===== src/rtl/cl_pkg.sv =====
package cl_pkg;

  // Channel count is fixed by the grouping patterns, which name channels 0..6.
  localparam int NCH = 7;
  localparam int CHW = $clog2(NCH);

  typedef enum logic [1:0] {
    LD_ON_WRITE    = 2'b00,
    LD_AT_ZERO     = 2'b01,
    LD_ZERO_OR_TOP = 2'b10,
    LD_AT_MATCH    = 2'b11
  } ld_evt_e;

  typedef enum logic [1:0] {
    MODE_STOP = 2'b00,
    MODE_UP   = 2'b01,
    MODE_CONT = 2'b10,
    MODE_UPDN = 2'b11
  } cnt_mode_e;

  typedef enum logic [1:0] {
    GRP_NONE   = 2'b00,
    GRP_PAIR   = 2'b01,
    GRP_TRIPLE = 2'b10,
    GRP_ALL    = 2'b11
  } grp_e;

  // Leader channel index for channel ch under grouping g.
  function automatic logic [CHW-1:0] leader_of(input logic [1:0] g, input int unsigned ch);
    logic [CHW-1:0] res;
    case (g)
      GRP_NONE:   res = CHW'(ch);
      GRP_PAIR:   res = (ch == 0) ? '0 : CHW'(ch - (1 - (ch % 2)));
      GRP_TRIPLE: res = (ch == 0) ? '0 : ((ch <= 3) ? CHW'(1) : CHW'(4));
      default:    res = CHW'(1);
    endcase
    return res;
  endfunction

endpackage


===== src/rtl/cl_group_map.sv =====
module cl_group_map
  import cl_pkg::*;
(
  input  logic [1:0]                grp_i,
  output logic [NCH-1:0][CHW-1:0]   lead_idx_o,
  output logic [NCH-1:0][NCH-1:0]   member_o
);

  // member_o[j][i] is set when channel i follows leader j.
  for (genvar i = 0; i < NCH; i++) begin : g_lead
    assign lead_idx_o[i] = leader_of(grp_i, i);
  end

  always_comb begin
    member_o = '0;
    for (int j = 0; j < NCH; j++) begin
      for (int i = 0; i < NCH; i++) begin
        member_o[j][i] = (lead_idx_o[i] == CHW'(j));
      end
    end
  end

endmodule


===== src/rtl/cl_load_event.sv =====
module cl_load_event
  import cl_pkg::*;
#(
  parameter int DW = 16
) (
  input  logic [1:0]    field_i,
  input  logic [1:0]    mode_i,
  input  logic [DW-1:0] cnt_i,
  input  logic [DW-1:0] own_latch_i,
  input  logic [DW-1:0] base_latch_i,
  input  logic          grp_wr_i,
  output logic          fire_o
);

  logic running;
  logic at_zero;
  logic at_own;
  logic at_base;

  always_comb begin
    running = (mode_i != MODE_STOP);
    at_zero = (cnt_i == '0);
    at_own  = (cnt_i == own_latch_i);
    at_base = (mode_i == MODE_UPDN) && (cnt_i == base_latch_i);
    case (field_i)
      LD_ON_WRITE:    fire_o = grp_wr_i;
      LD_AT_ZERO:     fire_o = running && at_zero;
      LD_ZERO_OR_TOP: fire_o = running && (at_zero || at_base);
      default:        fire_o = running && at_own;
    endcase
  end

endmodule


===== src/rtl/cl_channel.sv =====
module cl_channel #(
  parameter int DW = 16
) (
  input  logic          clk,
  input  logic          rst_n,
  input  logic          wr_en_i,
  input  logic [DW-1:0] wr_data_i,
  input  logic          load_i,
  output logic [DW-1:0] latch_o
);

  logic [DW-1:0] reg_q, reg_d;
  logic [DW-1:0] lat_q, lat_d;

  // The latch takes the register value as it stands after this edge.
  always_comb begin
    reg_d = wr_en_i ? wr_data_i : reg_q;
    lat_d = reg_d;
  end

  always_ff @(posedge clk or negedge rst_n) begin
    if (!rst_n) begin
      reg_q <= '0;
    end else if (wr_en_i) begin
      reg_q <= reg_d;
    end
  end

  always_ff @(posedge clk or negedge rst_n) begin
    if (!rst_n) begin
      lat_q <= '0;
    end else if (load_i) begin
      lat_q <= lat_d;
    end
  end

  assign latch_o = lat_q;

endmodule


===== src/rtl/cmp_latch_bank.sv =====
module cmp_latch_bank
  import cl_pkg::*;
#(
  parameter int DW = 16
) (
  input  logic              clk,
  input  logic              rst_n,
  input  logic [DW-1:0]     cnt_i,
  input  logic [1:0]        mode_i,
  input  logic [1:0]        grp_i,
  input  logic [2*NCH-1:0]  ld_sel_i,
  input  logic [NCH-1:0]    wr_en_i,
  input  logic [DW-1:0]     wr_data_i,
  output logic [NCH*DW-1:0] latch_o
);

  logic [NCH-1:0][CHW-1:0] lead_idx;
  logic [NCH-1:0][NCH-1:0] member;
  logic [NCH-1:0][DW-1:0]  lat;
  logic [NCH-1:0]          grp_wr;
  logic [NCH-1:0]          fire_lead;
  logic [NCH-1:0]          ld_fire;

  cl_group_map u_map (
    .grp_i      (grp_i),
    .lead_idx_o (lead_idx),
    .member_o   (member)
  );

  for (genvar j = 0; j < NCH; j++) begin : g_evt
    assign grp_wr[j] = |(wr_en_i & member[j]);

    cl_load_event #(.DW(DW)) u_evt (
      .field_i      (ld_sel_i[2*j +: 2]),
      .mode_i       (mode_i),
      .cnt_i        (cnt_i),
      .own_latch_i  (lat[j]),
      .base_latch_i (lat[0]),
      .grp_wr_i     (grp_wr[j]),
      .fire_o       (fire_lead[j])
    );
  end

  for (genvar i = 0; i < NCH; i++) begin : g_ch
    assign ld_fire[i] = fire_lead[lead_idx[i]];

    cl_channel #(.DW(DW)) u_ch (
      .clk       (clk),
      .rst_n     (rst_n),
      .wr_en_i   (wr_en_i[i]),
      .wr_data_i (wr_data_i),
      .load_i    (ld_fire[i]),
      .latch_o   (lat[i])
    );

    assign latch_o[i*DW +: DW] = lat[i];
  end

endmodule


===== config.mk =====
export PLATFORM = sky130hd
export DESIGN_NAME = cmp_latch_bank
export DESIGN_NICKNAME = d
export VERILOG_FILES = /design/src/rtl/cl_pkg.sv /design/src/rtl/cl_group_map.sv /design/src/rtl/cl_load_event.sv /design/src/rtl/cl_channel.sv /design/src/rtl/cmp_latch_bank.sv
export SDC_FILE = /design/constraint.sdc
export NUM_CORES = 1
export LEC_CHECK = 0
export BUFFER_PORTS_ARGS = -buffer_cell sky130_fd_sc_hd__buf_2
export CAP_MARGIN = 10
export CORE_MARGIN = 2
export CORE_UTILIZATION = 57
export CTS_BUF_LIST = sky130_fd_sc_hd__clkbuf_8 sky130_fd_sc_hd__clkbuf_16
export DETAILED_ROUTE_END_ITERATION = 12
export PLACE_DENSITY = 0.81
export SYNTH_ARGS = -nofsm -noshare
export SYNTH_HDL_FRONTEND = slang
export SYNTH_SLANG_ARGS = --single-unit

===== constraint.sdc =====
create_clock -name clk -period 3.2 [get_ports clk]
set_input_delay 0 -clock clk [delete_from_list [all_inputs] [get_ports clk]]
set_output_delay 0 -clock clk [all_outputs]
set_load 0.05 [all_outputs]

# ---- Word level (Yosys, flattened, before mapping)
# Cells that the tools add are included.
dict set report totals {
  reg_bits 224
  input_bits 59
  elab_cells 156
}
dict set report op_classes {
  n_reduce_logical 37
  eq_ne 60
  bitwise 7
  mux 32
  order_cmp 6
}
# operator n
set op_table {}
lappend op_table {{$eq 16x16->1} 7}
lappend op_table {{$mux 16} 7}
lappend op_table {{$and 7x7->7} 7}
lappend op_table {{$reduce_or 7->1} 7}
lappend op_table {{$eq 3x3->1 const B} 14}
lappend op_table {{$eq 2x2->1 const B} 13}
lappend op_table {{$lt 3x4->1 const B} 6}
lappend op_table {{$pmux 1 s3} 7}
lappend op_table {{$eq 2x1->1 const B} 10}
lappend op_table {{$bmux 1 s3} 6}
lappend op_table {{$eq 3x2->1 const B} 6}
lappend op_table {{$logic_not 3->1} 6}
lappend op_table {{$logic_not 16->1} 1}
lappend op_table {{$logic_not 2->1} 8}
lappend op_table {{$eq 2x3->1 const B} 4}
lappend op_table {{$pmux 3 s2} 2}
lappend op_table {{$logic_and 1x1->1} 10}
lappend op_table {{$eq 3x1->1 const B} 3}
lappend op_table {{$pmux 3 s3} 1}
lappend op_table {{$mux 1} 7}
lappend op_table {{$eq 1x2->1 const B} 2}
lappend op_table {{$mux 2} 2}
lappend op_table {{$reduce_or 2->1} 2}
lappend op_table {{$reduce_or 3->1} 1}
lappend op_table {{other kinds (3)} 3}

# ---- Longest topological paths before layout
# Gate-level depths: netlist of the first run.
dict set report depth {
  depth_word 9
  ltp_mapped 11
  depth_no_buf 8
}

# ---- Cells and area by module
# From an unflattened synthesis of the first run, not the netlist that was laid out.
dict set report unflattened {
  hier_cells 1033
  hier_area_um2 13325.3
}
# mod n_inst area_per_inst_um2 cells_each seq_area_each_um2
set modules_own_cells {}
lappend modules_own_cells {cl_channel 7 1277.5 68 800.8}
lappend modules_own_cells {cl_load_event 7 469.2 60 0.0}
lappend modules_own_cells {cmp_latch_bank 1 589.3 63 0.0}
lappend modules_own_cells {cl_group_map 1 509.2 74 0.0}

# ---- Least setup slack after synthesis of the first run
# No wires, ideal clock.
dict set report synth_timing {
  path_type {register -> register}
  startpoint {register g_ch[0].u_ch.lat_q[6]}
  endpoint {register g_ch[6].u_ch.lat_q[10]}
  required_time_ps 3075
  synth_period_minus_slack_ps 2995
  n_path_buf 1
  slack_ps 205
  stages_incl_launch_ff 10
  arrival_time_ps 2870
  path_cell_list {dfrtp_1 > xnor2_1 > nand4_1 > or4_4 > o211ai_2 > and2_4 > o31ai_2 > a221oi_4 > buf_12 > mux2_4}
}
dict set report synth_via {
  elab_chain_cells 7
  elab_cells_between_ends 14
  cone_classes {eq/ne: 1; mux: 9; reduce/logical: 4}
}
# item line
set synth_lines {}
lappend synth_lines {{start: declaration} cl_channel.sv:13} ;# logic [DW-1:0] lat_q, lat_d;
lappend synth_lines {{start signal: assignment} cl_channel.sv:33} ;# lat_q <= lat_d;
lappend synth_lines {{$eq 16x16->1 (*)} {cl_load_event.sv:23, cl_load_event.sv:24}}
lappend synth_lines {{$logic_and 1x1->1} cl_load_event.sv:24} ;# at_base = (mode_i == MODE_UPDN) && (cnt_i == base_latch_i);
lappend synth_lines {{$logic_or 1x1->1} cl_load_event.sv:28} ;# LD_ZERO_OR_TOP: fire_o = running && (at_zero || at_base);
lappend synth_lines {{$logic_and 1x1->1} cl_load_event.sv:28}
lappend synth_lines {{$pmux 1 s3} cl_load_event.sv:25} ;# case (field_i)
lappend synth_lines {{$bmux 1 s3 (*)} cmp_latch_bank.sv:45} ;# assign ld_fire[i] = fire_lead[lead_idx[i]];
lappend synth_lines {{$mux 1 (not written as such) (*)} cmp_latch_bank.sv:45}
lappend synth_lines {{end signal: assignment} cl_channel.sv:33}
lappend synth_lines {{end: declaration} cl_channel.sv:13}
# Mark *: on every way between the ends. The rest lies on a longest branch, timed or not. The select of a mux whose other input is x is not followed.
# A chain may end at the register's enable or synchronous reset.

# ---- Final worst setup path of the first run
dict set report layout_timing {
  startpoint {register g_ch[0].u_ch.lat_q[1]}
  endpoint {register g_ch[6].u_ch.lat_q[2]}
}
# Same word-level chain as after synthesis.

==> results.sh, run 1 <==
export IMPL_path_clk_slew_ps=60
export IMPL_wl_per_cell_um=24.3
export IMPL_diodes=0
export IMPL_yosysSeqAreaShare_pct=54.7
export IMPL_nNetsFinal=962
export IMPL_vias_per_cell=5.88
export IMPL_fp_coreArea_um2=17800
export IMPL_die_w_um=138
export IMPL_clock_path_buffers=3
export IMPL_run_status="finished clean"
export IMPL_crit_fanout=16
export IMPL_worstMarginPinSlew_ps=1030
export IMPL_htreeDepth=1
export IMPL_startpoint="g_ch[0].u_ch.latch_o[1]"
export IMPL_layout_commonest_cell="dfrtp_1"
export IMPL_ys_ff_latch=224
export IMPL_final_cell_mix="dfrtp_1, mux2_2, buf_2"
export IMPL_finalCritPeriodShare_pct=93.8
export IMPL_holdPathEnd="g_ch[3].u_ch.reg_q[10]"
export IMPL_hold_depth=2
export IMPL_rsz0062_at_grt="no"
export IMPL_cp_required_ps=3590
export IMPL_rr_worst_depth=9
export IMPL_fillers=1296
export IMPL_drc=0
export IMPL_start_kind="flip-flop"
export IMPL_numCtsBuffers=23
export IMPL_post_dp_cell_area_um2=11300
export IMPL_max_stage_delay_ps=400
export IMPL_io_buffers=170
export IMPL_hpwl_um=20200
export IMPL_first_global_vias=7125
export IMPL_insertion_delay_ps=510
export IMPL_period_needed_ps=3000
export IMPL_cap_viol_max_count=0
export IMPL_rows=49
export IMPL_rrSetupSlack_ps=200
export IMPL_max_freq_ghz=0.333
export IMPL_synth_async_reset_ratio_pct=100
export IMPL_ioPinCount=171
export IMPL_p_leak_nw=5.28
export IMPL_routed_wl_um=27900
export IMPL_whs_ps=91.5
export IMPL_final_cell_area_um2=12200
export IMPL_synth_cell_types=55
export IMPL_hp_start="wr_en_i[3]"
export IMPL_grt_max_degree=113
export IMPL_post_cts_buffers=0
export IMPL_multiInputGateArea_um2=4350
export IMPL_dieArea_um2=19100
export IMPL_overflow=0
export IMPL_slew_viol_final=0
export IMPL_slowest_stage="dfrtp_1"
export IMPL_yosys_warnings=0
export IMPL_critPathArrivalTime_ps=3390
export IMPL_fin_skew_ps=8.32
export IMPL_dieHeight_um=138
export IMPL_yosys_most_used_dff="dfrtp_1"
export IMPL_start_util_pct=57.6
export IMPL_p_per_area_nw_per_um2=738
export IMPL_synth_top_area_share_pct=54.7
export IMPL_gp_congestion=0.923
export IMPL_ant_nets=0
export IMPL_cp_cell_sequence="xnor2_1 -> nand4_1 -> nor4_2 -> a21oi_1 -> o311ai_4 -> o31ai_2 -> a221oi_4 -> buf_12 -> mux2_2"
export IMPL_syn_nets=769
export IMPL_regToRegStartpoint="g_ch[0].u_ch.latch_o[1]"
export IMPL_antenna_found_initial=0
export IMPL_endpoint_kind="flip-flop"
export IMPL_synth_area_leader_cell="dfrtp_1"
export IMPL_synthesis_area_um2=10200
export IMPL_dr_pass1_iters=4
export IMPL_setup_tns_ps=0
export IMPL_path_class="reg -> reg"
export IMPL_crit_buf_inv=1
export IMPL_vias=6737
export IMPL_layout_drive_gt1_share_pct=50.2
export IMPL_drtIter0Drc=370
export IMPL_root_buffer="clkbuf_16"
export IMPL_hp_class="in -> reg"
export IMPL_cts_tree="built"
export IMPL_synth_area_leaders="dfrtp_1, mux2_2, xnor2_1"
export IMPL_avgSynthCellArea_um2=14.4
export IMPL_ir_worst_vdd_mv=0.515
export IMPL_setup_viol=0
export IMPL_grt_pass1_wl_um=42500
export IMPL_synth_edf_count=0
export IMPL_grt_use_total_pct=29.1
export IMPL_max_slew_margin_rel_pct=31.0
export IMPL_critical_path_top_delay_family="compound AO/OA/AOI/OAI gates"
export IMPL_hold_viol_final=0
export IMPL_area_delta_synth_final_pct=19.1
export IMPL_regArea_um2=5610
export IMPL_syn_inst=710
export IMPL_clock_sinks=224
export IMPL_reg2reg_to="g_ch[6].u_ch.latch_o[2]"
area by class of cell:
cell class / count / area share (%)
Clock buffer: 30 / 5.50
Sequential cell: 224 / 45.9
Inverter: 4 / 0.123
Clock inverter: 9 / 0.400
Timing Repair Buffer: 210 / 10.1
Multi-Input combinational cell: 440 / 35.6
Tap cell: 229 / 2.35
routing by layer:
layer,global-route usage (%),share of wire (%),up-vias
met4,7.89,2.5,0
li1,-,-,2933
met2,46.6,47,267
met1,41.9,44,3491
met5,0,0,-
met3,4.54,6.7,46
logic make-up after synthesis:
logic type             Yosys count  synth area share [%]
XOR/XNOR                       112                  9.57
flip-flops                     224                  54.7
AO/OA/AOI/OAI                   36                  3.37
multiplexers                   225                  25.5
buffers and inverters           46                  2.88
AND/OR/NAND/NOR                 67                  4.03
cells in the mapped netlist, types with 4 or more instances:
cell,instances
mux2_2,198
nand4_1,29
clkbuf_1,12
nor2_1,7
xnor2_1,100
dfrtp_1,224
o21ai_0,5
nor4_1,10
buf_2,10
mux2_4,20
mux2_1,7
buf_6,11
inv_1,4
a21oi_1,5
xor2_1,12
buf_1,5
flip-flops by register name, indices dropped and copies added, names as in the netlist:
| name | flops |
|---|---|
| g_ch.u_ch.reg_q | 112 |
| g_ch.u_ch.latch_o | 112 |
worst register-to-register path, delay by kind of cell, from the launching register on:
family	cells	cell delay [ps]
simple gates	2	520
xor+xnor	1	250
buf+inv	1	210
mux	1	350
flops	1	400
compound gates	4	1150
repair_timing:
item / 4_1_cts / 5_1_grt
gates resized for setup: 0 / 0
hold buffers: 19 / 0
endpoints found under the hold margin: 223 / 0
through the flow:
stage                     cells  util [%]  power, mW  setup slack (ps)
final                      1146      68.7       9.01               200
after global placement     1088      63.5       6.44               224
after detailed placement   1088      63.5       6.49               204
after CTS                  1146      68.7       9.05               184
after global routing       1146      68.7       9.33              37.9
after floorplan             710         -       5.67               205
report_power, final:
| part | total [mW] | internal [mW] | switching [mW] |
|---|---|---|---|
| sequential | 3.66 | 3.28 | 0.380 |
| clock | 2.55 | 1.47 | 1.08 |
| combinational | 2.80 | 0.940 | 1.86 |
worst max-delay path by stage:
stage          slack (ps)  cells after the start                        to
5_1_grt                40                      9   g_ch[6].u_ch.latch_o[4]
6_report              200                      9   g_ch[6].u_ch.latch_o[2]
2_1_floorplan         210                      9  g_ch[6].u_ch.latch_o[10]
3_3_place_gp          220                      9   g_ch[6].u_ch.latch_o[1]
4_1_cts               180                      9   g_ch[6].u_ch.latch_o[2]
3_5_place_dp          200                      9   g_ch[6].u_ch.latch_o[2]
Power figures use the tool's default switching activity.
==> inputs of run 2 (changes only) <==
--- a/config.mk
+++ b/config.mk
@@ -5,13 +5,15 @@
 export SDC_FILE = /design/constraint.sdc
 export NUM_CORES = 1
 export LEC_CHECK = 0
+export ABC_AREA = 1
 export BUFFER_PORTS_ARGS = -buffer_cell sky130_fd_sc_hd__buf_2
 export CAP_MARGIN = 10
 export CORE_MARGIN = 2
 export CORE_UTILIZATION = 57
 export CTS_BUF_LIST = sky130_fd_sc_hd__clkbuf_8 sky130_fd_sc_hd__clkbuf_16
 export DETAILED_ROUTE_END_ITERATION = 12
-export PLACE_DENSITY = 0.81
+export PLACE_DENSITY = 0.8
+export SETUP_SLACK_MARGIN = 0.4
 export SYNTH_ARGS = -nofsm -noshare
 export SYNTH_HDL_FRONTEND = slang
 export SYNTH_SLANG_ARGS = --single-unit
==> results.sh, run 2 <==
export IMPL_vias_per_cell=5.77
export IMPL_dr_pass1_iters=6
export IMPL_finalCritPeriodShare_pct=81.6
export IMPL_max_slew_margin_rel_pct=60.7
export IMPL_ir_worst_vdd_mv=0.408
export IMPL_root_buffer="clkbuf_16"
export IMPL_diodes=0
export IMPL_die_w_um=141
export IMPL_rows=50
export IMPL_synth_edf_count=0
export IMPL_routed_wl_um=36000
export IMPL_cp_required_ps=3620
export IMPL_grt_pass1_wl_um=54700
export IMPL_p_sw_share_pct=39.8
export IMPL_htreeDepth=1
export IMPL_overflow=0
export IMPL_fin_skew_ps=11.2
export IMPL_place_inst=1652
export IMPL_yosysMostFrequentCell="nand2_1"
export IMPL_power_share_clock_pct=28.1
export IMPL_drtIter0Drc=1067
export IMPL_rsz0062_at_grt="no"
export IMPL_yosys_most_used_dff="dfrtp_1"
export IMPL_setup_viol=0
export IMPL_grt_max_degree=74
export IMPL_gp_congestion=0.950
export IMPL_setup_slack_ps=590
export IMPL_p_leak_nw=6.77
export IMPL_grt_use_total_pct=36.5
export IMPL_clock_path_buffers=3
export IMPL_vias=9903
export IMPL_syn_nets=1340
export IMPL_ioPinCount=171
export IMPL_intPower_mw=5.37
export IMPL_path_clk_slew_ps=60
export IMPL_p_comb_share_pct=30.6
export IMPL_ys_ff_latch=224
export IMPL_synth_common_cells="nand2_1, dfrtp_1, nand3_1, inv_1, o21ai_0"
export IMPL_drc=0
export IMPL_regArea_um2=5610
export IMPL_multiInputGateArea_um2=4450
export IMPL_syn_inst=1281
export IMPL_first_global_vias=9474
export IMPL_post_cts_buffers=0
export IMPL_whs_ps=34.8
export IMPL_cts_resized=0
export IMPL_post_dp_cell_area_um2=11700
export IMPL_start_kind="flip-flop"
export IMPL_cts_tree="built"
export IMPL_period_needed_ps=2610
export IMPL_hold_viol_final=0
export IMPL_io_buffers=170
export IMPL_seqPwrFrac_pct=41.2
export IMPL_worstMarginPinSlew_ps=588
export IMPL_synth_async_reset_ratio_pct=100
export IMPL_critPathArrivalTime_ps=3030
export IMPL_clock_sinks=224
export IMPL_fp_coreArea_um2=18500
export IMPL_final_cell_area_um2=12600
export IMPL_layout_cells_non_filler=1716
export IMPL_synth_area_leader_cell="dfrtp_1"
export IMPL_antenna_found_initial=1
export IMPL_p_total_mw=8.92
export IMPL_cap_viol_max_count=0
export IMPL_yosys_warnings=0
export IMPL_synth_cell_types=42
export IMPL_synth_top_area_share_pct=52.6
export IMPL_final_cell_mix="nand2_1, dfrtp_1, buf_2"
export IMPL_p_sw_mw=3.55
export IMPL_hp_class="in -> reg"
export IMPL_setup_tns_ps=0
export IMPL_slew_viol_final=0
export IMPL_hpwl_um=24700
export IMPL_final_core_util_pct=68.2
export IMPL_layout_drive_gt1_share_pct=20.4
export IMPL_crit_fanout=29
export IMPL_area_delta_synth_final_pct=18.5
export IMPL_nNetsFinal=1526
export IMPL_run_status="finished clean"
export IMPL_wl_per_cell_um=21.0
export IMPL_max_freq_ghz=0.383
export IMPL_synthesis_area_um2=10700
export IMPL_yosysSeqAreaShare_pct=52.6
export IMPL_layout_commonest_cell="nand2_1"
export IMPL_ant_nets=0
export IMPL_insertion_delay_ps=510
export IMPL_numCtsBuffers=23
export IMPL_start_util_pct=57.6
export IMPL_path_class="reg -> reg"
export IMPL_fillers=1471
export IMPL_dp_slack_ps=611
export IMPL_endpoint_kind="flip-flop"
export IMPL_synth_area_leaders="dfrtp_1, nand2_1, nand3_1"
export IMPL_dieArea_um2=19800
export IMPL_dieHeight_um=141
export IMPL_avgSynthCellArea_um2=8.32
export IMPL_p_per_area_nw_per_um2=706
==> run 2: cell types whose count changed after synthesis, sizes merged, moves of 44 or more <==
cell | before | now
nand3 | 3 | 91
nand2 | 4 | 593
xnor2 | 100 | 26
inv | 4 | 74
mux2 | 225 | 23
o21ai | 6 | 50
==> run 2: logic make-up after synthesis <==
| kind of cell | after synthesis | share of synthesized area [%] |
|---|---|---|
| and+or+nand+nor | 766 | 30.5 |
| DFF | 224 | 52.6 |
| xor gates and xnor gates | 53 | 4.36 |
| buffers and inverters | 134 | 5.66 |
| muxes | 23 | 2.43 |
| AOI/OAI and AO/OA | 81 | 4.44 |
==> run 2: layout make-up <==
| type | instances | area share (%) |
|---|---|---|
| tap | 234 | 2.32 |
| clock buffer | 28 | 5.10 |
| clock inverter | 12 | 0.426 |
| inverter | 78 | 2.32 |
| multi-input combinational | 923 | 35.2 |
| sequential | 224 | 44.4 |
| timing repair buffer | 217 | 10.2 |
==> run 2: power groups by stage <==
stage | sequential, mW | clock (mW) | combinational [mW]
2_1_floorplan | 4.65 | 0 | 0.885
3_3_place_gp | 3.69 | 0 | 2.63
3_5_place_dp | 3.70 | 0 | 2.68
4_1_cts | 3.65 | 2.52 | 2.72
5_1_grt | 3.71 | 2.63 | 2.91
6_report | 3.68 | 2.51 | 2.73
==> run 2: worst paths after layout <==
path,slack (ps),start,depth (start not counted),endpoint
worst min-delay path,30,wr_en_i[3],4,g_ch[3].u_ch.reg_q[13]
min in group asynchronous,60,rst_n,2,g_ch[5].u_ch.reg_q[9]
worst max-delay path,590,g_ch[1].u_ch.latch_o[6],10,g_ch[0].u_ch.latch_o[6]
max in group asynchronous,2130,rst_n,3,g_ch[2].u_ch.reg_q[2]
worst max register to register,590,g_ch[1].u_ch.latch_o[6],10,g_ch[0].u_ch.latch_o[6]
worst min register to register,470,g_ch[6].u_ch.reg_q[3],2,g_ch[6].u_ch.reg_q[3]
==> run 2: timing repair <==
item / 4_1_cts / 5_1_grt
hold endpoints to repair: 256 / 0
hold buffers: 24 / 0
endpoints found under the setup margin: 0 / 0
==> run 2: per-layer routing <==
layer	part of all wire [%]	up-vias	GRT usage [%]
li1	-	4420	-
met1	39	4766	48.9
met2	45	575	56.6
met3	9.6	140	7.30
met4	6.3	2	20.0
met5	0.033	-	0
==> run 2: worst max-delay path, stage by stage, from the launching register on <==
cell	delay [ps]
dfrtp_1	410
xor2_1	170
a21oi_1	180
nand4_1	130
nor2_1	160
nand4_2	250
nand2_8	270
nand2_4	210
nand2_2	500
nand2_1	130
o21ai_1	110
==> inputs of run 3 (changes only) <==
--- a/config.mk
+++ b/config.mk
@@ -5,14 +5,14 @@
 export SDC_FILE = /design/constraint.sdc
 export NUM_CORES = 1
 export LEC_CHECK = 0
-export ABC_AREA = 1
+export ABC_AREA = 0
 export BUFFER_PORTS_ARGS = -buffer_cell sky130_fd_sc_hd__buf_2
 export CAP_MARGIN = 10
 export CORE_MARGIN = 2
-export CORE_UTILIZATION = 57
+export CORE_UTILIZATION = 51
 export CTS_BUF_LIST = sky130_fd_sc_hd__clkbuf_8 sky130_fd_sc_hd__clkbuf_16
 export DETAILED_ROUTE_END_ITERATION = 12
-export PLACE_DENSITY = 0.8
+export PLACE_DENSITY = 0.76
 export SETUP_SLACK_MARGIN = 0.4
 export SYNTH_ARGS = -nofsm -noshare
 export SYNTH_HDL_FRONTEND = slang
==> constraint.sdc (replaced) <==
create_clock -name clk -period 2.4 [get_ports clk]
set_input_delay 0 -clock clk [delete_from_list [all_inputs] [get_ports clk]]
set_output_delay 0 -clock clk [all_outputs]
set_load 0.05 [all_outputs]
==> results.sh, run 3 (same netlist as run 1, synthesis figures left out) <==
export IMPL_dp_slack_ps=-534
export IMPL_io_buffers=170
export IMPL_start_util_pct=52.3
export IMPL_layout_commonest_cell="dfrtp_1"
export IMPL_setup_viol=96
export IMPL_cp_cell_sequence="xnor2_2 -> nand4_1 -> or4_4 -> nor4_4 -> buf_4 -> o31ai_4 -> a221oi_4 -> buf_4 -> buf_12 -> mux2_4"
export IMPL_cts_tree="built"
export IMPL_antenna_found_initial=0
export IMPL_critical_path_top_delay_family="simple AND/OR/NAND/NOR gates"
export IMPL_gp_congestion=0.966
export IMPL_fp_coreArea_um2=19600
export IMPL_max_slew_margin_rel_pct=61.6
export IMPL_dr_pass1_iters=5
export IMPL_clock_path_buffers=3
export IMPL_slowest_stage="or4_4"
export IMPL_rows=51
export IMPL_drtIter0Drc=483
export IMPL_crit_fanout=8
export IMPL_routed_wl_um=31400
export IMPL_numCtsBuffers=24
export IMPL_wl_per_cell_um=23.9
export IMPL_setup_slack_ps=-466
export IMPL_first_global_vias=7958
export IMPL_crit_buf_inv=3
export IMPL_max_freq_ghz=0.349
export IMPL_setup_tns_ps=-31170
export IMPL_root_buffer="clkbuf_16"
export IMPL_ir_worst_vdd_mv=0.961
export IMPL_seqPwrFrac_pct=37.2
export IMPL_critPathArrivalTime_ps=3260
export IMPL_layout_drive_gt1_share_pct=61.4
export IMPL_intPower_mw=8.29
export IMPL_rsz0062_at_grt="yes"
export IMPL_ant_nets=0
export IMPL_fin_skew_ps=27.0
export IMPL_startpoint="g_ch[1].u_ch.latch_o[7]"
export IMPL_max_stage_delay_ps=470
export IMPL_crit_top_cell="buf_4"
export IMPL_p_total_mw=13.0
export IMPL_final_cell_mix="dfrtp_1, mux2_2, buf_2"
export IMPL_hpwl_um=22400
export IMPL_cap_viol_max_count=0
export IMPL_slew_viol_final=0
export IMPL_drc=0
export IMPL_p_sw_share_pct=36.3
export IMPL_p_leak_nw=6.19
export IMPL_die_w_um=146
export IMPL_hold_viol_final=0
export IMPL_grt_use_total_pct=29.7
export IMPL_area_delta_synth_final_pct=34.4
export IMPL_hp_class="in -> async"
export IMPL_rr_worst_depth=10
export IMPL_rrSetupSlack_ps=-470
export IMPL_power_share_clock_pct=27.8
export IMPL_start_kind="flip-flop"
export IMPL_p_sw_mw=4.72
export IMPL_reg2reg_to="g_ch[6].u_ch.latch_o[12]"
export IMPL_p_per_area_nw_per_um2=944
export IMPL_vias=7438
export IMPL_finalCritPeriodShare_pct=119
export IMPL_insertion_delay_ps=530
export IMPL_ioPinCount=171
export IMPL_path_class="reg -> reg"
export IMPL_period_needed_ps=2870
export IMPL_nNetsFinal=1094
export IMPL_regToRegStartpoint="g_ch[1].u_ch.latch_o[7]"
export IMPL_path_clk_slew_ps=60
export IMPL_grt_max_degree=75
export IMPL_cp_required_ps=2790
export IMPL_final_cell_area_um2=13800
export IMPL_p_comb_share_pct=35.0
export IMPL_violations="setup timing"
export IMPL_run_status="complete, but fails checks"
export IMPL_grt_pass1_wl_um=47600
export IMPL_vias_per_cell=5.66
export IMPL_dieHeight_um=146
export IMPL_diodes=0
export IMPL_htreeDepth=1
export IMPL_endpoint_kind="flip-flop"
export IMPL_dieArea_um2=21200
export IMPL_overflow=0
export IMPL_post_dp_cell_area_um2=12400
export IMPL_fillers=1403
export IMPL_worstMarginPinSlew_ps=576
export IMPL_clock_sinks=224
run 3: changes by cell type in the layout (fill, tap and decap cells not counted), moves of 44 or more:
cell / previous run / this run
buf_4: 22 / 131
inv_1: 69 / 8
mux2_2: 23 / 181
mux2_4: 0 / 44
nand2_1: 580 / 3
nand3_1: 83 / 3
xnor2_1: 26 / 86
run 3: routing by layer:
metal | part of all wire, % | vias to the layer above | wire, um | GRT usage, %
met3 | 7.2 | 83 | 2260 | 5.58
li1 | - | 3189 | - | -
met5 | 0 | - | 0 | 0
met1 | 42 | 3827 | 13300 | 41.3
met2 | 46 | 339 | 14500 | 47.1
met4 | 4.1 | 0 | 1280 | 10.4
run 3: worst max-delay path by stage:
| stage | end | slack, ps | cells after the start |
|---|---|---|---|
| detailed placement | g_ch[6].u_ch.latch_o[3] | -530 | 11 |
| finish | g_ch[6].u_ch.latch_o[12] | -470 | 10 |
| CTS | g_ch[6].u_ch.latch_o[12] | -440 | 10 |
| global placement | g_ch[6].u_ch.latch_o[2] | -480 | 11 |
| floorplan | g_ch[6].u_ch.latch_o[10] | -410 | 9 |
| global route | g_ch[6].u_ch.latch_o[12] | -520 | 10 |
run 3: timing repair:
| action | CTS | global route |
|---|---|---|
| hold buffers | 18 | 0 |
| gates resized for setup | 44 | 6 |
| endpoints found under the setup margin | 112 | 112 |
| buffers inserted | 6 | 3 |
| gates cloned | 6 | 0 |
| pin swaps | 10 | 11 |
| endpoints found under the hold margin | 285 | 0 |
run 3: layout make-up:
class | instances | area (um^2) | share of cell area, %
clock buffers | 30 | 683 | 4.96
clock inverters | 11 | 93.8 | 0.681
inverters | 4 | 15.0 | 0.109
multi-input cells | 441 | 4630 | 33.6
flip-flops and latches | 224 | 5640 | 40.9
well taps | 265 | 332 | 2.41
repair buffers | 340 | 2390 | 17.3
run 3: per-stage QoR:
step / util, % / instances / hold slack, ps
global route: 70.3 / 1315 / 93.8
detailed placement: 63.3 / 1241 / 3.96
floorplan: - / 710 / -296
global placement: 63.3 / 1241 / 4.82
CTS: 70.1 / 1312 / 57.5
finish: 70.3 / 1315 / 55.0
run 3: worst reg2reg max path: stages (launching register included):
cell and delay [ps]:
dfrtp_1 420, xnor2_2 240, nand4_1 180, or4_4 470
nor4_4 210, buf_4 170, o31ai_4 80, a221oi_4 340
buf_4 180, buf_12 140, mux2_4 310
run 3: power by group through the flow:
stage / registers, mW / clock network [mW] / logic [mW]
after floorplan: 6.27 / 0 / 1.37
after global placement: 4.86 / 0 / 4.28
after detailed placement: 4.89 / 0 / 4.32
after CTS: 4.83 / 3.67 / 4.52
after global routing: 4.91 / 3.82 / 4.74
final: 4.84 / 3.62 / 4.55
